**src/rtl/exc_sel_pkg.sv**
```systemverilog
package exc_sel_pkg;

    localparam int VEC_W   = 20;
    localparam int CAUSE_W = 4;
    localparam int NUM_EXC = 13;

    // Index order is the priority order: lower index wins.
    typedef enum logic [3:0] {
        EX_ITLB    = 4'd0,
        EX_ILLEGAL = 4'd1,
        EX_PRIV    = 4'd2,
        EX_FPUNAV  = 4'd3,
        EX_FPENAB  = 4'd4,
        EX_TRAP    = 4'd5,
        EX_SYSCALL = 4'd6,
        EX_DLOAD   = 4'd7,
        EX_DSTORE  = 4'd8,
        EX_BKPT    = 4'd9,
        EX_TRACE   = 4'd10,
        EX_SMI     = 4'd11,
        EX_DEC     = 4'd12
    } exc_id_e;

    typedef struct packed {
        logic               take;
        logic [VEC_W-1:0]   vec;
        logic [CAUSE_W-1:0] cause;
    } exc_out_t;

    typedef struct packed {
        logic prev_msb;
        logic pend;
    } dec_st_t;

    function automatic logic [VEC_W-1:0] vec_of(exc_id_e id);
        logic [VEC_W-1:0] v;
        case (id)
            EX_ILLEGAL, EX_PRIV,
            EX_FPENAB, EX_TRAP: v = 20'h00700;
            EX_FPUNAV:          v = 20'h00800;
            EX_DEC:             v = 20'h00900;
            EX_SYSCALL:         v = 20'h00C00;
            EX_TRACE:           v = 20'h00D00;
            EX_ITLB:            v = 20'h01000;
            EX_DLOAD:           v = 20'h01100;
            EX_DSTORE:          v = 20'h01200;
            EX_BKPT:            v = 20'h01300;
            EX_SMI:             v = 20'h01400;
            default:            v = '0;
        endcase
        return v;
    endfunction

    function automatic logic [CAUSE_W-1:0] cause_of(exc_id_e id);
        logic [CAUSE_W-1:0] c;
        case (id)
            EX_FPENAB:  c = 4'b1000;
            EX_ILLEGAL: c = 4'b0100;
            EX_PRIV:    c = 4'b0010;
            EX_TRAP:    c = 4'b0001;
            default:    c = 4'b0000;
        endcase
        return c;
    endfunction

endpackage

```
**src/rtl/exc_dec_edge.sv**
```systemverilog
module exc_dec_edge
    import exc_sel_pkg::*;
(
    input  logic clk,
    input  logic rst_n,
    input  logic dec_msb,
    input  logic ext_en,
    input  logic taken,
    output logic dec_req
);

    dec_st_t st_d, st_q;
    logic    rise;

    assign rise    = dec_msb & ~st_q.prev_msb;
    assign dec_req = ext_en & ((st_q.pend & dec_msb) | rise);

    always_comb begin
        st_d          = st_q;
        st_d.prev_msb = dec_msb;
        st_d.pend     = (st_q.pend | rise) & dec_msb & ~taken;
    end

    always_ff @(posedge clk) begin
        if (!rst_n) begin
            st_q.prev_msb <= 1'b1;
            st_q.pend     <= 1'b0;
        end else begin
            st_q <= st_d;
        end
    end

    p_dec_gated_r5: assert property (@(posedge clk) disable iff (!rst_n)
        dec_req |-> (dec_msb && ext_en));

    p_pend_drop_r5: assert property (@(posedge clk) disable iff (!rst_n)
        !dec_msb |=> !st_q.pend);

endmodule

```
**src/rtl/exc_cond_detect.sv**
```systemverilog
module exc_cond_detect
    import exc_sel_pkg::*;
#(
    parameter int ADDR_W = 32
) (
    input  logic [1:0]        fe_mode,
    input  logic              fp_avail,
    input  logic              ext_en,
    input  logic              step_en,
    input  logic              br_trace_en,
    input  logic              user_mode,
    input  logic              fp_sum_exc,
    input  logic              ins_valid,
    input  logic              ins_illegal,
    input  logic              ins_priv,
    input  logic              ins_spr_move,
    input  logic              spr_num_msb,
    input  logic              ins_fp,
    input  logic              ins_trap_hit,
    input  logic              ins_syscall,
    input  logic              ins_branch,
    input  logic [ADDR_W-1:0] bp_reg,
    input  logic [ADDR_W-1:0] cmpl_addr,
    input  logic              smi_in,
    input  logic              itlb_miss,
    input  logic              dload_miss,
    input  logic              dstore_miss,
    input  logic              dec_req,
    output logic [NUM_EXC-1:0] req
);

    localparam int CMP_LSB = 2;
    localparam int EN_BIT  = 1;
    localparam int CMP_N   = ADDR_W - CMP_LSB;

    logic [CMP_N-1:0] bit_eq;
    logic             addr_hit;
    logic             unused_bits;

    genvar g;
    generate
        for (g = 0; g < CMP_N; g++) begin : g_cmp
            assign bit_eq[g] = ~(bp_reg[g+CMP_LSB] ^ cmpl_addr[g+CMP_LSB]);
        end
    endgenerate

    assign addr_hit    = &bit_eq;
    assign unused_bits = ^{bp_reg[0], cmpl_addr[CMP_LSB-1:0]};

    always_comb begin
        req              = '0;
        req[EX_ITLB]     = itlb_miss;
        req[EX_ILLEGAL]  = ins_valid & ins_illegal;
        req[EX_PRIV]     = ins_valid & user_mode &
                           (ins_priv | (ins_spr_move & spr_num_msb));
        req[EX_FPUNAV]   = ins_valid & ins_fp & ~fp_avail;
        req[EX_FPENAB]   = ins_valid & (|fe_mode) & fp_sum_exc;
        req[EX_TRAP]     = ins_valid & ins_trap_hit;
        req[EX_SYSCALL]  = ins_valid & ins_syscall;
        req[EX_DLOAD]    = dload_miss;
        req[EX_DSTORE]   = dstore_miss;
        req[EX_BKPT]     = ins_valid & bp_reg[EN_BIT] & addr_hit;
        req[EX_TRACE]    = ins_valid & (step_en | (ins_branch & br_trace_en));
        req[EX_SMI]      = smi_in & ext_en;
        req[EX_DEC]      = dec_req;
    end

endmodule

```
**src/rtl/exc_prio_sel.sv**
```systemverilog
module exc_prio_sel
    import exc_sel_pkg::*;
(
    input  logic [NUM_EXC-1:0] req,
    output logic               any,
    output exc_id_e            grant
);

    always_comb begin
        any   = 1'b0;
        grant = EX_ITLB;
        for (int i = NUM_EXC - 1; i >= 0; i--) begin
            if (req[i]) begin
                any   = 1'b1;
                grant = exc_id_e'(4'(i));
            end
        end
    end

endmodule

```
**src/rtl/exc_vector_sel.sv**
```systemverilog
module exc_vector_sel
    import exc_sel_pkg::*;
#(
    parameter int ADDR_W = 32
) (
    input  logic              clk,
    input  logic              rst_n,
    input  logic [1:0]        fe_mode,
    input  logic              fp_avail,
    input  logic              ext_en,
    input  logic              step_en,
    input  logic              br_trace_en,
    input  logic              user_mode,
    input  logic              fp_sum_exc,
    input  logic              ins_valid,
    input  logic              ins_illegal,
    input  logic              ins_priv,
    input  logic              ins_spr_move,
    input  logic              spr_num_msb,
    input  logic              ins_fp,
    input  logic              ins_trap_hit,
    input  logic              ins_syscall,
    input  logic              ins_branch,
    input  logic              dec_msb,
    input  logic [ADDR_W-1:0] bp_reg,
    input  logic [ADDR_W-1:0] cmpl_addr,
    input  logic              smi_in,
    input  logic              itlb_miss,
    input  logic              dload_miss,
    input  logic              dstore_miss,
    output logic              take_exc,
    output logic [VEC_W-1:0]  vector,
    output logic [CAUSE_W-1:0] cause
);

    exc_out_t           out_d, out_q;
    logic [NUM_EXC-1:0] raw_req;
    logic [NUM_EXC-1:0] live_req;
    logic               dec_req;
    logic               any_win;
    exc_id_e            win_id;
    logic               dec_taken;

    exc_dec_edge u_dec (
        .clk     (clk),
        .rst_n   (rst_n),
        .dec_msb (dec_msb),
        .ext_en  (ext_en),
        .taken   (dec_taken),
        .dec_req (dec_req)
    );

    exc_cond_detect #(.ADDR_W(ADDR_W)) u_cond (
        .fe_mode      (fe_mode),
        .fp_avail     (fp_avail),
        .ext_en       (ext_en),
        .step_en      (step_en),
        .br_trace_en  (br_trace_en),
        .user_mode    (user_mode),
        .fp_sum_exc   (fp_sum_exc),
        .ins_valid    (ins_valid),
        .ins_illegal  (ins_illegal),
        .ins_priv     (ins_priv),
        .ins_spr_move (ins_spr_move),
        .spr_num_msb  (spr_num_msb),
        .ins_fp       (ins_fp),
        .ins_trap_hit (ins_trap_hit),
        .ins_syscall  (ins_syscall),
        .ins_branch   (ins_branch),
        .bp_reg       (bp_reg),
        .cmpl_addr    (cmpl_addr),
        .smi_in       (smi_in),
        .itlb_miss    (itlb_miss),
        .dload_miss   (dload_miss),
        .dstore_miss  (dstore_miss),
        .dec_req      (dec_req),
        .req          (raw_req)
    );

    // The cycle after a take is the flush cycle: nothing is accepted.
    assign live_req = out_q.take ? '0 : raw_req;

    exc_prio_sel u_prio (
        .req   (live_req),
        .any   (any_win),
        .grant (win_id)
    );

    assign dec_taken = any_win & (win_id == EX_DEC);

    always_comb begin
        out_d       = '0;
        out_d.take  = any_win;
        if (any_win) begin
            out_d.vec   = vec_of(win_id);
            out_d.cause = cause_of(win_id);
        end
    end

    always_ff @(posedge clk) begin
        if (!rst_n) begin
            out_q <= '0;
        end else begin
            out_q <= out_d;
        end
    end

    assign take_exc = out_q.take;
    assign vector   = out_q.vec;
    assign cause    = out_q.cause;

    p_single_pulse_r11: assert property (@(posedge clk) disable iff (!rst_n)
        take_exc |=> !take_exc);

    p_idle_zero_r11: assert property (@(posedge clk) disable iff (!rst_n)
        !take_exc |-> (vector == '0 && cause == '0));

    p_prog_cause_r2: assert property (@(posedge clk) disable iff (!rst_n)
        (take_exc && vector == 20'h00700) |-> ($countones(cause) == 1));

    p_other_nocause_r2: assert property (@(posedge clk) disable iff (!rst_n)
        (take_exc && vector != 20'h00700) |-> (cause == '0));

    p_no_reserved_r12: assert property (@(posedge clk) disable iff (!rst_n)
        take_exc |-> !((vector >= 20'h00A00 && vector <= 20'h00BFF) ||
                       (vector >= 20'h00E00 && vector <= 20'h00FFF) ||
                       (vector >= 20'h01500 && vector <= 20'h02FFF)));

    p_bp_enable_r8: assert property (@(posedge clk) disable iff (!rst_n)
        raw_req[EX_BKPT] |-> bp_reg[1]);

    p_smi_gated_r9: assert property (@(posedge clk) disable iff (!rst_n)
        (take_exc && vector == 20'h01400) |-> $past(ext_en));

endmodule

```
**config.mk**
```make
export PLATFORM = sky130hd
export DESIGN_NAME = exc_vector_sel
export DESIGN_NICKNAME = d
export VERILOG_FILES = /design/src/rtl/exc_sel_pkg.sv /design/src/rtl/exc_dec_edge.sv /design/src/rtl/exc_cond_detect.sv /design/src/rtl/exc_prio_sel.sv /design/src/rtl/exc_vector_sel.sv
export SDC_FILE = /design/constraint.sdc
export NUM_CORES = 1
export LEC_CHECK = 0
export ABC_AREA = 1
export CORE_MARGIN = 1
export CORE_UTILIZATION = 35
export DETAILED_ROUTE_END_ITERATION = 10
export MAX_ROUTING_LAYER = met4
export PLACE_DENSITY = 0.87
export SLEW_MARGIN = 20
export SYNTH_ARGS = -nofsm -noshare
export SYNTH_HDL_FRONTEND = slang
export SYNTH_SLANG_ARGS = --single-unit
```
**constraint.sdc**
```tcl
create_clock -name clk -period 3.5 [get_ports clk]
set_input_delay 0.7 -clock clk [delete_from_list [all_inputs] [get_ports clk]]
set_output_delay 0.7 -clock clk [all_outputs]
set_load 0.02 [all_outputs]
```
==> summary.md, run 1 <==
| Metric | Value |
|---|---|
| Port Buffer Count | 94 |
| CTS buffer count | 3 |
| Final Hold Fails | 0 |
| Worst r2r dst | vector[10]$_SDFF_PN0_ |
| Critical Path End | vector[10]$_SDFF_PN0_ |
| Critical Path Start Type | input port |
| Avg Cell Area, Syn | 6.35 sq um |
| Post-CTS repair timing setup buffer count | 0 |
| CTS tree | yes |
| First drt pass iteration count | 4 |
| Nets | 398 |
| Top cells by area, synth | dfxtp_1, nand2_1, xnor2_1 |
| Status | finished, final reports clean |
| All-Layer GR Usage | 17.6% |
| CP top delay family | simple AND/OR/NAND/NOR gates |
| Crit. End Element | register |
| Number of library cell types mapped by synthesis | 29 |
| Synth-to-layout area growth | 75.0% |
| CTS root buf | clkbuf_8 |
| Worst Skew | 0.00124 ns |
| Cell taking the most area after synthesis | dfxtp_1 |
| Max-cap violations | 0 |
| Number of hold buffers added after CTS | 0 |
| Ports | 113 |
| Levels on crit path | 22 |
| Final core occ | 63.5% |
| Buf+Inv Stages, Crit Path | 2 |
| Hold Slack | 0.606 ns |
| CP max stage cell | clkdlybuf4s50_1 |
| Share of layout cells above drive strength 1 | 9.48% |
| DR vias | 1505 |
| First-pass GRT wire length | 5710 um |
| Final RePlAce weighted congestion | 0.898 |
| Cells after Synth | 209 |
| Post-CTS resize count | 0 |
| Setup crit start | ins_valid |
| Peak supply drop | 156 uV |
| Final instance area | 0.00232 sq mm |
| Die X | 63.6 um |
| Hold Crit Class | register to register |
| Worst skew pair latency | 0.23 ns |
| Slew Limit Fails | 0 |
| Initial antenna violation count | 0 |
| CP cell instances | clkdlybuf4s50_1 > nand2_4 > nor2_2 > nand2_1 > nor2_1 > nand2_1 > nor2_2 > nand2_2 > nand2_1 > nand2_1 > nand2_1 > nand2_1 > nand2_1 > nand2_1 > nand2_1 > nand2_2 > nand2_2 > nand2_2 > inv_1 > ha_1 > nand3_1 > a31oi_1 |
| Die Ht | 63.6 um |
| Worst reg-to-reg path cell count | 22 |
| Vias/cell | 4.25 |
| RSZ-0062 raised after global routing | false |
| Wire per inst | 9.30 um |
| Post-DP Area | 0.00227 sq mm |
| Largest net degree at the start of global routing | 9 |
| Critical Path Fanout Max | 5 |
| Mapped Area | 0.00133 sq mm |
| Minimum clock period | 2.81 ns |
| Total die area | 0.00404 sq mm |
| Post-synthesis sequential area ratio | 18.1% |
| Critical Path AT | 2.92 ns |
| H-tree Lvls | 1 |
| Overflow after GRT | 0 |
| Synth top area share | 18.1% |
| Most Frequent Cell on Critical Path | nand2_1 |
| Critical Path RT | 3.62 ns |
| Final setup vio count | 0 |
| Initial DRC Count | 35 |
| Yosys reg bits | 12 |
| Post-DP HPWL | 2950 um |
| Fillers | 357 |
| Final worst path period share | 80.1% |
| Yosys warnings | 0 |
| Vias in the first global route | 1388 |
| CTS max path bufs | 2 |
| CP peak stage delay | 0.50 ns |
| DRT Wirelength | 3290 um |
| R2R Setup Slk | 1.21 ns |
| Post-route antenna net violation count | 0 |
| HP Start | u_dec.st_q[1]$_SDFF_PN1_ |
| TNS Setup | 0 ns |
| DR DRC count | 0 |
| Core area | 0.00366 sq mm |
| Initial Utilization | 36.3% |
| Row count | 22 |
| Ant. Diodes | 0 |
| Worst flop-to-flop path startpoint | take_exc$_SDFF_PN0_ |
| Clk slew on worst S/H paths | 0.05 ns |
| Fmax | 356 MHz |
| Crit path kind | input port to register |
| Total clock sinks | 12 |
| Leak | 1.05 nW |
| PwrDens | 267 mW/mm^2 |
-- state kept, by name, summed over array words and instances (netlist names) --
signal,cells
vector,5
cause,4
take_exc,1
u_dec.st_q,2
-- power by group --
part / total [mW] / internal [mW] / switching, mW
Clock: 0.145 / 0.0989 / 0.0458
Sequential: 0.157 / 0.153 / 0.00465
Combinational: 0.318 / 0.170 / 0.148
-- synthesized netlist by cell type (all sizes together) --
library cell and instances:
nand3 10, nor3 4, ha 3, buf 15, xnor2 25, nand3b 2
a31oi 1, a21oi 6, conb 1, xor2 1, nor2 22, nand2 69
dfxtp 12, nand4 3, o21ai 3, inv 29, or2 2, o211a 1
-- area by class of cell --
class,instances,area [sq um],area share [%]
Clock buffer,4,55.1,2.37
Timing Repair Buffer,94,941,40.5
Inverter,29,109,4.68
Multi-Input combinational cell,167,918,39.5
Sequential cell,12,240,10.3
Tap cell,48,60.1,2.58
-- worst min-delay path by stage --
stage                                     to  slack [ns]  cells after the start
detailed placement  u_dec.st_q[0]$_SDFF_PN0_        0.60                      3
finish              u_dec.st_q[0]$_SDFF_PN0_        0.61                      3
global placement    u_dec.st_q[0]$_SDFF_PN0_        0.59                      3
floorplan           u_dec.st_q[0]$_SDFF_PN0_        0.51                      3
global route        u_dec.st_q[0]$_SDFF_PN0_        0.70                      3
CTS                 u_dec.st_q[0]$_SDFF_PN0_        0.61                      3
-- cells in the final DEF, fill, tap and decap left out, drive strengths merged --
| cell type | synthesis | final |
|---|---|---|
| o211a | 1 | 1 |
| inv | 29 | 29 |
| o21ai | 3 | 3 |
| xor2 | 1 | 1 |
| nand4 | 3 | 3 |
| xnor2 | 25 | 25 |
| nor2 | 22 | 22 |
| nand3 | 10 | 10 |
| clkbuf | 0 | 4 |
| nand3b | 2 | 2 |
| conb | 1 | 15 |
| nor3 | 4 | 4 |
| dfxtp | 12 | 12 |
| nand2 | 69 | 69 |
| clkdlybuf4s50 | 0 | 94 |
| ha | 3 | 3 |
| or2 | 2 | 2 |
| a21oi | 6 | 6 |
| a31oi | 1 | 1 |
-- worst register-to-register path: cells and delay by family (launching register included) --
family	cells	cell delay, ns
AND/OR/NAND/NOR	18	1.25
flip-flops	1	0.34
adder cells (fa/ha/maj)	1	0.26
buffers and inverters	2	0.24
AO/OA/AOI/OAI	1	0.08
-- per-stage QoR --
stage,instances,power [mW],setup WS (ns)
floorplan,223,0.340,1.16
global route,354,0.664,0.394
CTS,354,0.623,0.674
global placement,350,0.471,0.479
detailed placement,350,0.477,0.430
finish,354,0.620,0.695
-- per-layer routing --
layer	track usage, %	wire length (um)	vias up
met5	-	0	-
met2	31.6	1670	66
met1	20.7	1380	634
li1	-	-	803
met4	3.13	19	0
met3	2.72	218	2
-- kinds of logic (layout without fill, tap and decap cells) --
family / after synthesis / in the layout / share of synthesized area (%)
and+or+nand+nor: 112 / 112 / 40.1
DFF: 12 / 12 / 18.1
buffers and inverters: 44 / 127 / 16.7
adders and majority gates: 3 / 3 / 2.83
AOI/OAI and AO/OA: 11 / 11 / 4.90
xor gates and xnor gates: 26 / 26 / 17.2
other: 1 / 15 / 0.282
Power figures use the tool's default switching activity.
==> inputs of run 2 (changes only) <==
--- a/config.mk
+++ b/config.mk
@@ -7,10 +7,10 @@
 export LEC_CHECK = 0
 export ABC_AREA = 1
 export CORE_MARGIN = 1
-export CORE_UTILIZATION = 35
+export CORE_UTILIZATION = 29
 export DETAILED_ROUTE_END_ITERATION = 10
 export MAX_ROUTING_LAYER = met4
-export PLACE_DENSITY = 0.87
+export PLACE_DENSITY = 0.77
 export SLEW_MARGIN = 20
 export SYNTH_ARGS = -nofsm -noshare
 export SYNTH_HDL_FRONTEND = slang
==> constraint.sdc (replaced) <==
create_clock -name clk -period 2.48 [get_ports clk]
set_input_delay 0.496 -clock clk [delete_from_list [all_inputs] [get_ports clk]]
set_output_delay 0.496 -clock clk [all_outputs]
set_load 0.02 [all_outputs]
==> summary.md, run 2 (synthesis results as in run 1) <==
| Metric | Value |
|---|---|
| H-tree Lvls | 1 (unchanged) |
| CTS tree | yes |
| R2R Setup Slk | 0.39 ns (-0.82 ns) |
| Final worst path period share | 90.8% |
| Final Hold Fails | 0 (unchanged) |
| Post-DP Area | 0.00240 sq mm (+5.8%) |
| Max reg flops | 5 (unchanged) |
| PwrDens | 352 mW/mm^2 (+32%) |
| Initial DRC Count | 55 (+57%) |
| Fmax | 444 MHz |
| CP top delay family | simple AND/OR/NAND/NOR gates |
| Storage element area | 240 sq um (unchanged) |
| CP peak stage delay | 0.46 ns (-0.04 ns) |
| Most Frequent Cell on Critical Path | nand2_1 |
| Total clock sinks | 12 (unchanged) |
| Critical Path AT | 2.42 ns (-0.50 ns) |
| Final RePlAce weighted congestion | 0.856 (-4.6%) |
| Total die area | 0.00485 sq mm (+20%) |
| Most flop-heavy register | vector |
| CTS max path bufs | 2 (unchanged) |
| Commonest cells after routing, fill and taps aside | nand2_1, dlymetal6s2s_1, clkdlybuf4s50_1 |
| Status | finished, final reports clean |
| Overflow after GRT | 0 (unchanged) |
| Initial Utilization | 30.3% (-6.0 points) |
| Ant. Diodes | 0 (unchanged) |
| Placed cells | 371 (+6.0%) |
| Final core occ | 61.2% (-2.2 points) |
| Final Power | 0.944 mW (+52%) |
| Row count | 24 (+9.1%) |
| Final instance area | 0.00268 sq mm (+16%) |
| CTS buffer count | 3 (unchanged) |
| Clk slew on worst S/H paths | 0.05 ns (about the same) |
| Slew Limit Fails | 0 (unchanged) |
| DR DRC count | 0 (unchanged) |
| Worst flop-to-flop path startpoint | take_exc$_SDFF_PN0_ |
| Area occupied by multi-input gates | 977 sq um (+6.4%) |
| Wire per inst | 10.3 um (+11%) |
| Core area | 0.00438 sq mm (+20%) |
| Minimum clock period | 2.25 ns |
| Post-DP HPWL | 3080 um (+4.7%) |
| Critical Path Start Type | input port |
| Buf+Inv Stages, Crit Path | 2 (unchanged) |
| CTS root buf | clkbuf_8 |
| WHS Path Cells | 4 (+1) |
| Leak | 1.71 nW (+63%) |
| Fillers | 424 (+19%) |
| Setup crit start | ins_branch |
| Worst reg-to-reg path cell count | 21 (-4.5%) |
| Vias/cell | 4.30 (+1.2%) |
| TNS Setup | 0 ns (unchanged) |
| Worst skew pair latency | 0.24 ns (about the same) |
| Final setup vio count | 0 (unchanged) |
| Nets | 416 (+4.5%) |
| Share of layout cells above drive strength 1 | 17.3% (+7.8 points) |
| All-Layer GR Usage | 15.7% (-1.9 points) |
| Initial antenna violation count | 0 (unchanged) |
| RSZ-0062 raised after global routing | false |
| Critical Path Fanout Max | 3 (-2) |
| Peak supply drop | 168 uV (+8.2%) |
| Hold Crit Class | register to register |
| Worst Skew | 0.00295 ns (+0.00171 ns) |
| CP cell instances | clkdlybuf4s50_1 > a21oi_1 > or2_1 > nand4_1 > nand2_1 > nand2_1 > nand2_1 > nand2_1 > nand2_1 > nand2_1 > nand2_1 > nand2_2 > nand2_4 > nand2_4 > inv_4 > ha_4 > nand3b_1 > a31oi_1 |
| Crit path kind | input port to register |
| Crit. End Element | register |
| Critical Path RT | 2.65 ns (-0.97 ns) |
| Post-route antenna net violation count | 0 (unchanged) |
| First drt pass iteration count | 4 (unchanged) |
| Vias in the first global route | 1516 (+9.2%) |
| Largest net degree at the start of global routing | 8 (-1) |
| Ports | 113 (unchanged) |
| DR vias | 1618 (+7.5%) |
| HP Start | u_dec.st_q[1]$_SDFF_PN1_ |
| Hold Crit Endpoint | u_dec.st_q[0]$_SDFF_PN0_ |
| Worst r2r dst | vector[11]$_SDFF_PN0_ |
| Die X | 69.7 um (+9.6%) |
| First-pass GRT wire length | 6150 um (+7.9%) |
| Synth-to-layout area growth | 102% |
| Max-cap violations | 0 (unchanged) |
| Die Ht | 69.7 um (+9.6%) |
| Port Buffer Count | 94 (unchanged) |
| Non-Filler Instances | 376 (+6.2%) |
| CP max stage cell | clkdlybuf4s50_1 |
| DRT Wirelength | 3870 um (+17%) |
[run 2: repair_timing]
action                                  4_1_cts  5_1_grt
gates resized for setup                       5       72
hold endpoints to repair                      0        0
hold buffers                                  0        0
cloned                                        0        0
pin swaps                                     2       61
setup buffers                                 0        1
endpoints found under the setup margin        3        9
[run 2: per-stage QoR]
| step | hold slack [ns] | worst slack, ns |
|---|---|---|
| after detailed placement | 0.636 | -0.322 |
| after floorplan | 0.514 | 0.341 |
| final | 0.625 | 0.229 |
| after CTS | 0.655 | 0.000323 |
| after global routing | 0.684 | 0.00908 |
| after global placement | 0.621 | -0.258 |
[run 2: worst min-delay path: cells and delay by family (launching register included)]
kind / cells / cell delay (ns)
flip-flops: 1 / 0.31
AND/OR/NAND/NOR: 2 / 0.08
buffers and inverters: 1 / 0.13
AO/OA/AOI/OAI: 1 / 0.07
[run 2: how the worst max path moves through the flow]
| stage | depth (start not counted) | slack, ns | endpoint |
|---|---|---|---|
| detailed placement | 21 | -0.32 | vector[10]$_SDFF_PN0_ |
| floorplan | 22 | 0.34 | vector[10]$_SDFF_PN0_ |
| finish | 18 | 0.23 | vector[10]$_SDFF_PN0_ |
| CTS | 21 | 0.0003 | vector[10]$_SDFF_PN0_ |
| global route | 18 | 0.009 | vector[10]$_SDFF_PN0_ |
| global placement | 21 | -0.26 | vector[10]$_SDFF_PN0_ |
[run 2: layout make-up]
cell class | instances | area share [%]
Sequential cell | 12 | 8.95
Inverter | 29 | 4.15
Timing Repair Buffer | 112 | 46.0
Tap cell | 52 | 2.42
Clock buffer | 4 | 2.05
Multi-Input combinational cell | 167 | 36.4
[run 2: per-layer routing]
metal | wire length, um | track usage, %
met5 | 0 | -
met4 | 132 | 7.33
met3 | 230 | 2.18
met2 | 1990 | 27.3
met1 | 1510 | 17.8
[run 2: power by group]
| group | internal [mW] | switching, mW | total (mW) |
|---|---|---|---|
| Combinational | 0.275 | 0.235 | 0.511 |
| Sequential | 0.216 | 0.00647 | 0.222 |
| Clock | 0.140 | 0.0716 | 0.212 |
==> inputs of run 3 (changes only) <==
--- a/config.mk
+++ b/config.mk
@@ -5,12 +5,12 @@
 export SDC_FILE = /design/constraint.sdc
 export NUM_CORES = 1
 export LEC_CHECK = 0
-export ABC_AREA = 1
+export CORE_ASPECT_RATIO = 0.75
 export CORE_MARGIN = 1
-export CORE_UTILIZATION = 29
+export CORE_UTILIZATION = 28
 export DETAILED_ROUTE_END_ITERATION = 10
 export MAX_ROUTING_LAYER = met4
-export PLACE_DENSITY = 0.77
+export PLACE_DENSITY = 0.76
 export SLEW_MARGIN = 20
 export SYNTH_ARGS = -nofsm -noshare
 export SYNTH_HDL_FRONTEND = slang
==> summary.md, run 3 <==
| Metric | Value |
|---|---|
| Status | finished, final reports clean |
| Max reg flops | 5 (unchanged) |
| Post-synth top flop | dfxtp_1 |
| CP cell instances | clkdlybuf4s50_1 > a21oi_1 > or4b_2 > o21ai_0 > a211oi_4 > buf_4 > buf_4 > ha_1 > and3_1 |
| Port Buffer Count | 94 (unchanged) |
| Avg Cell Area, Syn | 8.15 sq um (+28%) |
| Ys async rst share | 0% (unchanged) |
| PwrDens | 368 mW/mm^2 (+4.7%) |
| Count leader, synth | xnor2_1 |
| Synth top area share | 18.9% (+0.80 points) |
| Final worst path period share | 96.8% (+6.0 points) |
| Yosys reg bits | 12 (unchanged) |
| Slew Limit Fails | 0 (unchanged) |
| CTS buffer count | 3 (unchanged) |
| Most Frequent Cell on Critical Path | buf_4 |
| Number of synthesized flops with an enable pin | 0 (unchanged) |
| Commonest cells after routing, fill and taps aside | clkdlybuf4s50_1, buf_4, xnor2_1 |
| Buf+Inv Stages, Crit Path | 3 (+1) |
| Final Hold Fails | 0 (unchanged) |
| Cells after Synth | 156 (-25%) |
| Ports | 113 (unchanged) |
| Peak supply drop | 329 uV (+95%) |
| Critical Path RT | 2.61 ns (-0.04 ns) |
| Crit path kind | input port to register |
| Minimum clock period | 2.40 ns (+0.149 ns) |
| Fmax | 417 MHz (-6.2%) |
| Initial DRC Count | 29 (-47%) |
| Yosys warnings | 0 (unchanged) |
| CTS max path bufs | 2 (unchanged) |
| CP top delay family | simple AND/OR/NAND/NOR gates |
| Nets | 371 (-11%) |
| Cell taking the most area after synthesis | dfxtp_1 |
| Post-route antenna net violation count | 0 (unchanged) |
| Number of hold buffers added after CTS | 0 (unchanged) |
| All-Layer GR Usage | 15.8% (+0.078 points) |
| Critical Path Start Type | input port |
| Final RePlAce weighted congestion | 0.818 (-4.5%) |
| Final Power | 0.920 mW (-2.6%) |
| Worst skew pair latency | 0.23 ns (about the same) |
| TNS Setup | 0 ns (unchanged) |
| Mapped Area | 0.00127 sq mm (-4.2%) |
| Max-cap violations | 0 (unchanged) |
| DRT Wirelength | 3820 um (-1.2%) |
| Initial Utilization | 30.2% (-0.042 points) |
| Die X | 79.8 um (+15%) |
| Hold Crit Class | register to register |
| First-pass GRT wire length | 5860 um (-4.8%) |
| Overflow after GRT | 0 (unchanged) |
| Vias/cell | 4.54 (+5.5%) |
| Synth-to-layout area growth | 96.6% |
| Crit. End Element | register |
| Placed cells | 327 (-12%) |
| CTS root buf | clkbuf_8 |
| First drt pass iteration count | 4 (unchanged) |
| CTS tree | yes |
| Final core occ | 59.4% (-1.8 points) |
| Total clock sinks | 12 (unchanged) |
| Worst Skew | 0.000525 ns (-0.00242 ns) |
| Non-Filler Instances | 334 (-11%) |
| Commonest non-fill, non-tap cell in the layout | clkdlybuf4s50_1 |
| Die Ht | 60.4 um (-13%) |
| Core area | 0.00420 sq mm (-4.1%) |
| Critical Path AT | 2.53 ns (+0.11 ns) |
| Total die area | 0.00482 sq mm (-0.75%) |
| DR vias | 1516 (-6.3%) |
| Number of library cell types mapped by synthesis | 46 (+59%) |
| DR DRC count | 0 (unchanged) |
| Final setup vio count | 0 (unchanged) |
| Critical Path Fanout Max | 4 (+1) |
| H-tree Lvls | 1 (unchanged) |
| Vias in the first global route | 1435 (-5.3%) |
| Clk slew on worst S/H paths | 0.05 ns (about the same) |
| Leak | 1.18 nW (-31%) |
| Post-synthesis sequential area ratio | 18.9% (+0.80 points) |
| Top cells by area, synth | dfxtp_1, xnor2_1, buf_4 |
| Post-DP HPWL | 3190 um (+3.6%) |
| Wire per inst | 11.4 um (+11%) |
| Row count | 20 (-17%) |
| CP max stage cell | or4b_2 |
| Fillers | 346 (-18%) |
| Most frequent cells after synthesis | xnor2_1, buf_4, dfxtp_1, nor2_1 |
| Initial antenna violation count | 0 (unchanged) |
| Ant. Diodes | 0 (unchanged) |
| Most flop-heavy register | vector |
| Largest net degree at the start of global routing | 12 (+4) |
| CP peak stage delay | 0.64 ns (+0.18 ns) |
| Share of layout cells above drive strength 1 | 22.9% (+5.7 points) |
## run 3: routing by layer
metal	global-route usage [%]	vias up	wire length (um)
li1	-	771	-
met1	18.1	680	1640
met5	-	-	0
met3	3.46	4	224
met4	2.04	0	20
met2	29.3	61	1940
## run 3: per-stage QoR
| step | hold slack (ns) | setup WS, ns | area, sq um |
|---|---|---|---|
| finish | 0.539 | 0.0798 | 2500 |
| global route | 0.558 | -0.0472 | 2500 |
| CTS | 0.541 | 0.00125 | 2490 |
| detailed placement | 0.522 | -0.395 | 2400 |
| global placement | 0.532 | -0.365 | 2400 |
| floorplan | 0.499 | 0.0423 | 1320 |
## run 3: what timing repair did
action,in CTS,in global routing
buffers inserted,3,0
endpoints found under the setup margin,7,9
pin swaps,18,24
resized for setup,29,51
endpoints found under the hold margin,0,0
## run 3: kinds of logic (layout without fill, tap and decap cells)
family	after synthesis	count (layout)	synth area share [%]
AOI/OAI and AO/OA	35	35	20.5
xor gates and xnor gates	30	30	20.7
adders and majority gates	3	3	2.95
buffers and inverters	25	134	11.9
DFF	12	12	18.9
muxes	1	1	0.787
other	1	15	0.295
and+or+nand+nor	49	49	24.0
## run 3: worst paths after layout
kind / startpoint / endpoint / slack, ns / depth (start not counted)
min: u_dec.st_q[1]$_SDFF_PN1_ / u_dec.st_q[0]$_SDFF_PN0_ / 0.54 / 2
max reg2reg: take_exc$_SDFF_PN0_ / vector[11]$_SDFF_PN0_ / 0.29 / 9
max: spr_num_msb / cause[2]$_SDFF_PN0_ / 0.08 / 9
min reg2reg: u_dec.st_q[1]$_SDFF_PN1_ / u_dec.st_q[0]$_SDFF_PN0_ / 0.54 / 2
## run 3: final cells by class
cell class | count | area [sq um] | share of cell area, %
clock buffer | 4 | 55.1 | 2.20
inverter | 9 | 33.8 | 1.35
multi-input combinational | 133 | 986 | 39.5
sequential | 12 | 240 | 9.61
tap | 55 | 68.8 | 2.75
timing repair buffer | 121 | 1110 | 44.6
## run 3: worst register-to-register path: cells and delay by family (launching register included)
family	cells	cell delay, ns
AO/OA/AOI/OAI	3	0.59
adder cells (fa/ha/maj)	1	0.20
buffers and inverters	1	0.12
flip-flops	1	0.31
AND/OR/NAND/NOR	4	0.87
## run 3: where the power goes
group	leakage [nW]	switching, mW	total [mW]	internal, mW
clock network	0.0288	0.0652	0.205	0.140
logic	1.06	0.219	0.497	0.278
registers	0.0988	0.00495	0.219	0.214
total	1.18	0.289	0.920	0.631
